[src/rtl/lbs_pkg.sv]
package lbs_pkg;

   typedef enum logic [1:0] {
      ST_IDLE = 2'd0,
      ST_ADDR = 2'd1,
      ST_DATA = 2'd2,
      ST_FIN  = 2'd3
   } lbs_state_e;

   // beats needed to move one 32-bit word
   function automatic logic [2:0] beats_per_word(input logic [1:0] w);
      case (w)
         2'b00:   beats_per_word = 3'd4;
         2'b01:   beats_per_word = 3'd2;
         default: beats_per_word = 3'd1;
      endcase
   endfunction

   // byte address advance per beat
   function automatic logic [2:0] bytes_per_beat(input logic [1:0] w);
      case (w)
         2'b00:   bytes_per_beat = 3'd1;
         2'b01:   bytes_per_beat = 3'd2;
         default: bytes_per_beat = 3'd4;
      endcase
   endfunction

endpackage

[src/rtl/lbs_wait_timer.sv]
module lbs_wait_timer #(
   parameter int WW      = 4,
   parameter bit WAIT_EN = 1'b1
) (
   input  logic          clk,
   input  logic          rst_n,
   input  logic          load,
   input  logic [WW-1:0] load_val,
   output logic          expired
);

   if (WW < 1) begin : g_bad_ww
      $error("lbs_wait_timer: WW must be at least 1");
   end

   if (WAIT_EN) begin : g_cnt
      logic [WW-1:0] cnt;

      always_ff @(posedge clk) begin
         if (!rst_n)
            cnt <= '0;
         else if (load)
            cnt <= load_val;
         else if (cnt != '0)
            cnt <= cnt - WW'(1);
      end

      assign expired = (cnt == '0);

      // a freshly loaded nonzero count holds the phase for a cycle
      assert_load_holds_R2 : assert property (@(posedge clk) disable iff (!rst_n)
         (load && load_val != '0) |=> !expired);
   end else begin : g_none
      logic unused_tie;
      assign unused_tie = &{1'b0, clk, rst_n, load, load_val};
      assign expired    = 1'b1;
   end

endmodule

[src/rtl/lbs_beat_track.sv]
module lbs_beat_track
   import lbs_pkg::*;
#(
   parameter int AW  = 32,
   parameter int CW  = 8,
   parameter int BCW = 5
) (
   input  logic           clk,
   input  logic           rst_n,
   input  logic           start,
   input  logic [AW-1:0]  start_addr,
   input  logic [CW-1:0]  start_words,
   input  logic [1:0]     width,
   input  logic           beat_done,
   input  logic           new_cycle,
   output logic [AW-1:0]  cur_addr,
   output logic           last_beat_word,
   output logic           last_beat_all,
   output logic [BCW-1:0] burst_beats
);

   logic [1:0]    bidx;
   logic [CW-1:0] wleft;
   logic [2:0]    bpw;
   logic [2:0]    step;

   assign bpw  = beats_per_word(width);
   assign step = bytes_per_beat(width);

   assign last_beat_word = ({1'b0, bidx} == (bpw - 3'd1));
   assign last_beat_all  = last_beat_word && (wleft == CW'(1));

   always_ff @(posedge clk) begin
      if (!rst_n) begin
         cur_addr    <= '0;
         bidx        <= '0;
         wleft       <= '0;
         burst_beats <= '0;
      end else if (start) begin
         cur_addr    <= start_addr;
         bidx        <= '0;
         wleft       <= start_words;
         burst_beats <= '0;
      end else if (beat_done) begin
         cur_addr    <= cur_addr + AW'(step);
         bidx        <= last_beat_word ? 2'd0 : bidx + 2'd1;
         if (last_beat_word)
            wleft <= wleft - CW'(1);
         burst_beats <= new_cycle ? '0 : burst_beats + BCW'(1);
      end
   end

   // no beat is ever taken once the word count is used up
   assert_words_left_R9 : assert property (@(posedge clk) disable iff (!rst_n)
      beat_done |-> (wleft != '0));

   // address moves by exactly one beat size per completed beat
   assert_addr_step_R1 : assert property (@(posedge clk) disable iff (!rst_n)
      (beat_done && !start) |=> (cur_addr == $past(cur_addr) + AW'($past(step))));

endmodule

[src/rtl/lbus_cycle_seq.sv]
module lbus_cycle_seq
   import lbs_pkg::*;
#(
   parameter int AW          = 32,
   parameter int CW          = 8,
   parameter int WW          = 4,
   parameter int BURST_WORDS = 4,
   parameter bit WAIT_EN     = 1'b1
) (
   input  logic          clk,
   input  logic          rst_n,
   input  logic [1:0]    cfg_width,
   input  logic [WW-1:0] cfg_wait,
   input  logic          cfg_rdy_en,
   input  logic          cfg_bterm_en,
   input  logic          cfg_burst_en,
   input  logic          req_valid,
   output logic          req_ready,
   input  logic [AW-1:0] req_addr,
   input  logic          req_write,
   input  logic [CW-1:0] req_words,
   input  logic          usr_valid,
   output logic          usr_ack,
   output logic          lb_ads,
   output logic [AW-1:0] lb_addr,
   output logic          lb_write,
   output logic          lb_dv,
   output logic          lb_last,
   input  logic          lb_rdy,
   input  logic          lb_bterm,
   output logic          done
);

   localparam int MAX_BEATS = BURST_WORDS * 4;
   localparam int BCW       = $clog2(MAX_BEATS + 1);

   if (AW < 3) begin : g_bad_aw
      $error("lbus_cycle_seq: AW must be at least 3");
   end
   if (CW < 1) begin : g_bad_cw
      $error("lbus_cycle_seq: CW must be at least 1");
   end
   if (BURST_WORDS < 1) begin : g_bad_bw
      $error("lbus_cycle_seq: BURST_WORDS must be at least 1");
   end

   lbs_state_e    st, st_nxt;
   logic [1:0]    c_width;
   logic [WW-1:0] c_wait;
   logic          c_rdy, c_bterm, c_burst, c_write;

   logic           accept;
   logic           beat_done, end_cycle, cap_hit, wait_over;
   logic           last_word, last_all;
   logic [AW-1:0]  cur_addr;
   logic [BCW-1:0] burst_beats, cap_m1;

   assign accept = req_valid && (st == ST_IDLE);

   // capture settings only when a request is taken
   always_ff @(posedge clk) begin
      if (!rst_n) begin
         c_width <= 2'b10;
         c_wait  <= '0;
         c_rdy   <= 1'b0;
         c_bterm <= 1'b0;
         c_burst <= 1'b0;
         c_write <= 1'b0;
      end else if (accept) begin
         c_width <= cfg_width;
         c_wait  <= cfg_wait;
         c_rdy   <= cfg_rdy_en;
         c_bterm <= cfg_bterm_en;
         c_burst <= cfg_burst_en;
         c_write <= req_write;
      end
   end

   lbs_wait_timer #(.WW(WW), .WAIT_EN(WAIT_EN)) u_wait (
      .clk      (clk),
      .rst_n    (rst_n),
      .load     ((st == ST_ADDR) || beat_done),
      .load_val (c_wait),
      .expired  (wait_over)
   );

   lbs_beat_track #(.AW(AW), .CW(CW), .BCW(BCW)) u_track (
      .clk            (clk),
      .rst_n          (rst_n),
      .start          (accept),
      .start_addr     (req_addr),
      .start_words    (req_words),
      .width          (c_width),
      .beat_done      (beat_done),
      .new_cycle      (end_cycle),
      .cur_addr       (cur_addr),
      .last_beat_word (last_word),
      .last_beat_all  (last_all),
      .burst_beats    (burst_beats)
   );

   assign cap_m1  = BCW'(BURST_WORDS) * BCW'(beats_per_word(c_width)) - BCW'(1);
   assign cap_hit = (burst_beats == cap_m1);

   assign beat_done = (st == ST_DATA) && wait_over && (!c_rdy || lb_rdy) && usr_valid;
   assign end_cycle = !c_burst || (!c_bterm && cap_hit) || (c_bterm && lb_bterm);

   always_comb begin
      st_nxt = st;
      case (st)
         ST_IDLE: if (accept) st_nxt = (req_words == '0) ? ST_FIN : ST_ADDR;
         ST_ADDR: st_nxt = ST_DATA;
         ST_DATA: begin
            if (beat_done) begin
               if (last_all)       st_nxt = ST_FIN;
               else if (end_cycle) st_nxt = ST_ADDR;
            end
         end
         default: st_nxt = ST_IDLE;
      endcase
   end

   always_ff @(posedge clk) begin
      if (!rst_n) st <= ST_IDLE;
      else        st <= st_nxt;
   end

   assign req_ready = (st == ST_IDLE);
   assign lb_ads    = (st == ST_ADDR);
   assign lb_dv     = (st == ST_DATA);
   assign lb_addr   = cur_addr;
   assign lb_write  = c_write;
   assign lb_last   = (st == ST_DATA) && (last_all || !c_burst || (!c_bterm && cap_hit));
   assign usr_ack   = beat_done && last_word;
   assign done      = (st == ST_FIN);

   // an address strobe lasts one cycle and is followed by data
   assert_ads_then_data_R6 : assert property (@(posedge clk) disable iff (!rst_n)
      lb_ads |=> (lb_dv && !lb_ads));

   // with a nonzero wait count the first data cycle cannot finish
   assert_wait_first_R2 : assert property (@(posedge clk) disable iff (!rst_n)
      (WAIT_EN && lb_ads && c_wait != '0) |=> (lb_dv && !usr_ack));

   // a stalled phase keeps its address and stays in data
   assert_rdy_stall_R3 : assert property (@(posedge clk) disable iff (!rst_n)
      (lb_dv && c_rdy && !lb_rdy) |=> (lb_dv && $stable(lb_addr)));

   // the beat count in one bus cycle stays under the limit
   assert_burst_cap_R4 : assert property (@(posedge clk) disable iff (!rst_n)
      (lb_dv && !c_bterm) |-> (burst_beats <= cap_m1));

   // a terminated beat with work left leads to a fresh address phase
   assert_bterm_readdr_R5 : assert property (@(posedge clk) disable iff (!rst_n)
      (beat_done && c_bterm && lb_bterm && !last_all) |=> lb_ads);

   // done is a single pulse followed by idle
   assert_done_pulse_R9 : assert property (@(posedge clk) disable iff (!rst_n)
      done |=> (req_ready && !done));

   // captured settings hold while a request is in flight
   assert_cfg_hold_R10 : assert property (@(posedge clk) disable iff (!rst_n)
      (st != ST_IDLE) |=> ($stable(c_width) && $stable(c_wait) && $stable(c_burst)
                           && $stable(c_bterm) && $stable(c_rdy) && $stable(c_write)));

   // the word acknowledge is never asserted outside a data phase
   assert_ack_in_data_R8 : assert property (@(posedge clk) disable iff (!rst_n)
      usr_ack |-> lb_dv);

endmodule

[config.mk]
export PLATFORM = sky130hd
export DESIGN_NAME = lbus_cycle_seq
export DESIGN_NICKNAME = d
export VERILOG_FILES = /design/src/rtl/lbs_pkg.sv /design/src/rtl/lbs_wait_timer.sv /design/src/rtl/lbs_beat_track.sv /design/src/rtl/lbus_cycle_seq.sv
export SDC_FILE = /design/constraint.sdc
export NUM_CORES = 1
export LEC_CHECK = 0
export ABC_AREA = 0
export BUFFER_PORTS_ARGS = -buffer_cell sky130_fd_sc_hd__buf_2
export CAP_MARGIN = 25
export CORE_MARGIN = 2
export CORE_UTILIZATION = 45
export CTS_BUF_LIST = sky130_fd_sc_hd__clkbuf_4 sky130_fd_sc_hd__clkbuf_8
export DETAILED_ROUTE_END_ITERATION = 7
export PLACE_DENSITY = 0.7
export SYNTH_ARGS = -nofsm -noshare
export SYNTH_HDL_FRONTEND = slang
export SYNTH_HIERARCHICAL = 1
export SYNTH_SLANG_ARGS = --single-unit
[constraint.sdc]
create_clock -name clk -period 5.9 [get_ports clk]
set_input_delay 0.295 -clock clk [delete_from_list [all_inputs] [get_ports clk]]
set_output_delay 0.295 -clock clk [all_outputs]
set_load 0.02 [all_outputs]
==> results.cfg <==
[run_status]
status = finished, final reports clean

[finish]
area_delta_synth_final_pct = 20.61
drive_gt1_share_pct = 23.12
multi_input_area_um2 = 2271
nFillCells = 748
seq_area_um2 = 1261
nets = 604
antenna_cells = 0
final_cells = 647

[global_route]
grt_pass1_wl_um = 16380
grt_max_degree = 55
grt_use_total_pct = 22.99
grt_pass1_vias = 3516
grt_antenna_before_repair = 0
grt-ovfl-total = 0

[routing]
vias = 3828
routed_wl_um = 9965
via_per_inst = 5.917
drt_first_pass_iters = 4
wire_per_inst_um = 15.40
postRouteAntennaNets = 0
drt_iter0_drc = 198
drc = 0

[timing]
clock_skew_ns = 0.01132
tightest_slew_ns = 1.077
slew_violations = 0
setup_tns_ns = 0
fin_crit_sh_pct = 48.10
hold_violations = 0
setup_viol = 0
post-route-min-period_ns = 2.838
relSlewSlack_pct = 27.53
setup_slack_ns = 3.062
hold_ws_ns = 0.1755
fmax_ghz = 0.3523
rsz0062_at_grt = false

[worst_setup_path]
crit_buf_inv = 1
r2r-start = u_wait/g_cnt.cnt[0]
cpLargestDelayFamily = simple AND/OR/NAND/NOR gates
ff2ff_setup_slack_ns = 3.15
cp_max_fo = 9
arrival_ns = 2.54
rr_worst_depth = 10
worstReg2RegEnd = u_track/cur_addr[19]
cp_num_cells = 5
cp-start-kind = flip-flop
endpoint = lb_last
cpPeakStageDelay_ns = 0.54
crit_required_ns = 5.61
path_cells = nor3b_1, o31ai_1, nor4_1, o21a_1, buf_2
worstSetupPathType = flip-flop to output pin
startpoint = c_width[1]
crit_path_end_kind = output pin
cpMaxStageDelayCell = nor3b_1

[logic_synthesis]
synth_nets = 519
ys_types = 63
avgSynthCellArea_um2 = 8.071
synth_cells = 455
synth_flop_cell = dfxtp_1
synth_edf_count = 0
synthArstFlopShare_pct = 0
ys_warn_count = 6
ys_seq_elements = 63
yosysSeqAreaShare_pct = 34.34
netlist_area_um2 = 3672

[pwr]
powerDensity_nw_per_um2 = 318.8
p_leak_nw = 1.766
ir_drop_mv = 0.1253

[die]
row_count = 32
die_height_um = 94.34
fp.coreArea_um2 = 7807
start_util_pct = 47.04
die_w_um = 94.34
fp.dieArea_um2 = 8899
io_pins = 95

[place]
placed_cells = 631
dpl_worst_slack_ns = 3.195
port_buffers = 94
dp_hpwl_um = 7027
routabilityCongestion = 0.8112

[clock_tree]
clockRootBuffer = clkbuf_8
clock-sinks = 63
htree_levels = 3
path_clk_slew_ns = 0.07
cts_buffers = 9
cts-resized-gates = 0
cts_hold_buffers = 0
cts_tree = yes
insertion_delay_ns = 0.35
cts_max_path_buffers = 2
cts_setup_buffers = 0

[worst_hold_path]
hp-class = primary input to flip-flop

[flow_run]
max_cap_violations = 0
## cell families (layout without fill, tap and decap cells)
| family | count (synthesis) | count (layout) | synth area share [%] |
|---|---|---|---|
| AOI/OAI and AO/OA | 136 | 136 | 24.26 |
| xor gates and xnor gates | 19 | 19 | 4.532 |
| adders and majority gates | 8 | 8 | 2.930 |
| buffers and inverters | 35 | 125 | 3.816 |
| DFF | 63 | 63 | 34.34 |
| muxes | 4 | 4 | 1.124 |
| and+or+nand+nor | 190 | 190 | 28.99 |
## final cells by class
cell class              count  share of cell area [%]
flip-flops and latches     63                   28.47
clock buffers              13                   3.757
repair buffers             97                   11.13
multi-input cells         357                   51.27
well taps                 102                   2.881
inverters                  12                   1.017
clock inverters             3                   1.469
## per-layer routing
layer	GRT usage (%)	share of wire (%)	routed length, µm
met1	30.02	45	4448
met2	38.45	49	4836
met3	4.389	5.8	573
met4	7.246	1.1	107
met5	0	0	0
## synthesized netlist by cell type (all sizes together) (5+ instances only)
cell | instances | area, µm²
a21oi | 24 | 120.1
o21ai | 38 | 193.9
nand2 | 49 | 183.9
or3 | 10 | 62.56
ha | 7 | 87.58
nor2b | 5 | 31.28
o31ai | 10 | 75.07
nand3 | 17 | 85.08
or4 | 11 | 82.58
nor3 | 8 | 45.04
a31oi | 16 | 100.1
a211oi | 7 | 52.55
nor4 | 9 | 56.30
dfxtp | 63 | 1261
clkbuf | 15 | 56.30
nand2b | 6 | 37.54
o211ai | 11 | 82.58
xor2 | 9 | 78.83
a21boi | 9 | 67.56
nor2 | 28 | 105.1
and3 | 7 | 43.79
nand4 | 12 | 75.07
inv | 10 | 37.54
buf | 8 | 38.79
and4 | 6 | 52.55
xnor2 | 10 | 87.58
## power by group
part           internal [W]  switching, W  total, W
Sequential         0.000488     0.0000777  0.000565
Clock              0.000270      0.000169  0.000439
Combinational      0.000170      0.000238  0.000408
## layout by cell type (no fill, tap or decap), types with 10 or more instances in the layout
| cell | n |
|---|---|
| a21oi_1 | 24 |
| a31oi_1 | 16 |
| buf_2 | 94 |
| clkbuf_8 | 11 |
| dfxtp_1 | 63 |
| inv_1 | 10 |
| nand2_1 | 49 |
| nand3_1 | 17 |
| nand4_1 | 12 |
| nor2_1 | 28 |
| o211ai_1 | 11 |
| o21ai_0 | 34 |
| o31ai_1 | 10 |
| or3_1 | 10 |
| or4_1 | 11 |
| xnor2_1 | 10 |
## per-stage QoR
step,util [%],instance area [µm²],power [W]
after floorplan,-,3672,0.0008557
after global placement,53.77,4198,0.0009700
after detailed placement,53.77,4198,0.0009812
after CTS,56.73,4429,0.001421
after global routing,56.73,4429,0.001499
final,56.73,4429,0.001412
## registers in the layout, indices dropped and copies added (netlist names)
register,flops
st,2
u_track/cur_addr,32
c_rdy,1
u_track/wleft,8
u_wait/g_cnt.cnt,4
c_wait,4
u_track/burst_beats,5
u_track/bidx,2
c_width,2
lb_write,1
c_burst,1
c_bterm,1
## worst register-to-register path: stages, from the launching register on
cell and delay, ns:
dfxtp_1 0.32, inv_1 0.09, ha_1 0.19, nor3b_4 0.28
o2111ai_2 0.16, inv_1 0.09, buf_4 0.30, o21a_1 0.25
nand3_1 0.29, or4_1 0.56, a31oi_1 0.16
## how the worst min path moves through the flow
stage | from | endpoint | slack, ns | cells past startpoint
2_1_floorplan | cfg_width[1] | c_width[1] | 0.42 | 2
3_3_place_gp | lb_write | lb_write | 0.45 | 2
3_5_place_dp | c_wait[1] | c_wait[1] | 0.46 | 2
4_1_cts | cfg_width[1] | c_width[1] | 0.17 | 3
5_1_grt | cfg_width[1] | c_width[1] | 0.18 | 3
6_report | cfg_width[1] | c_width[1] | 0.18 | 3
Note: power is estimated with default switching activity, not from simulation.
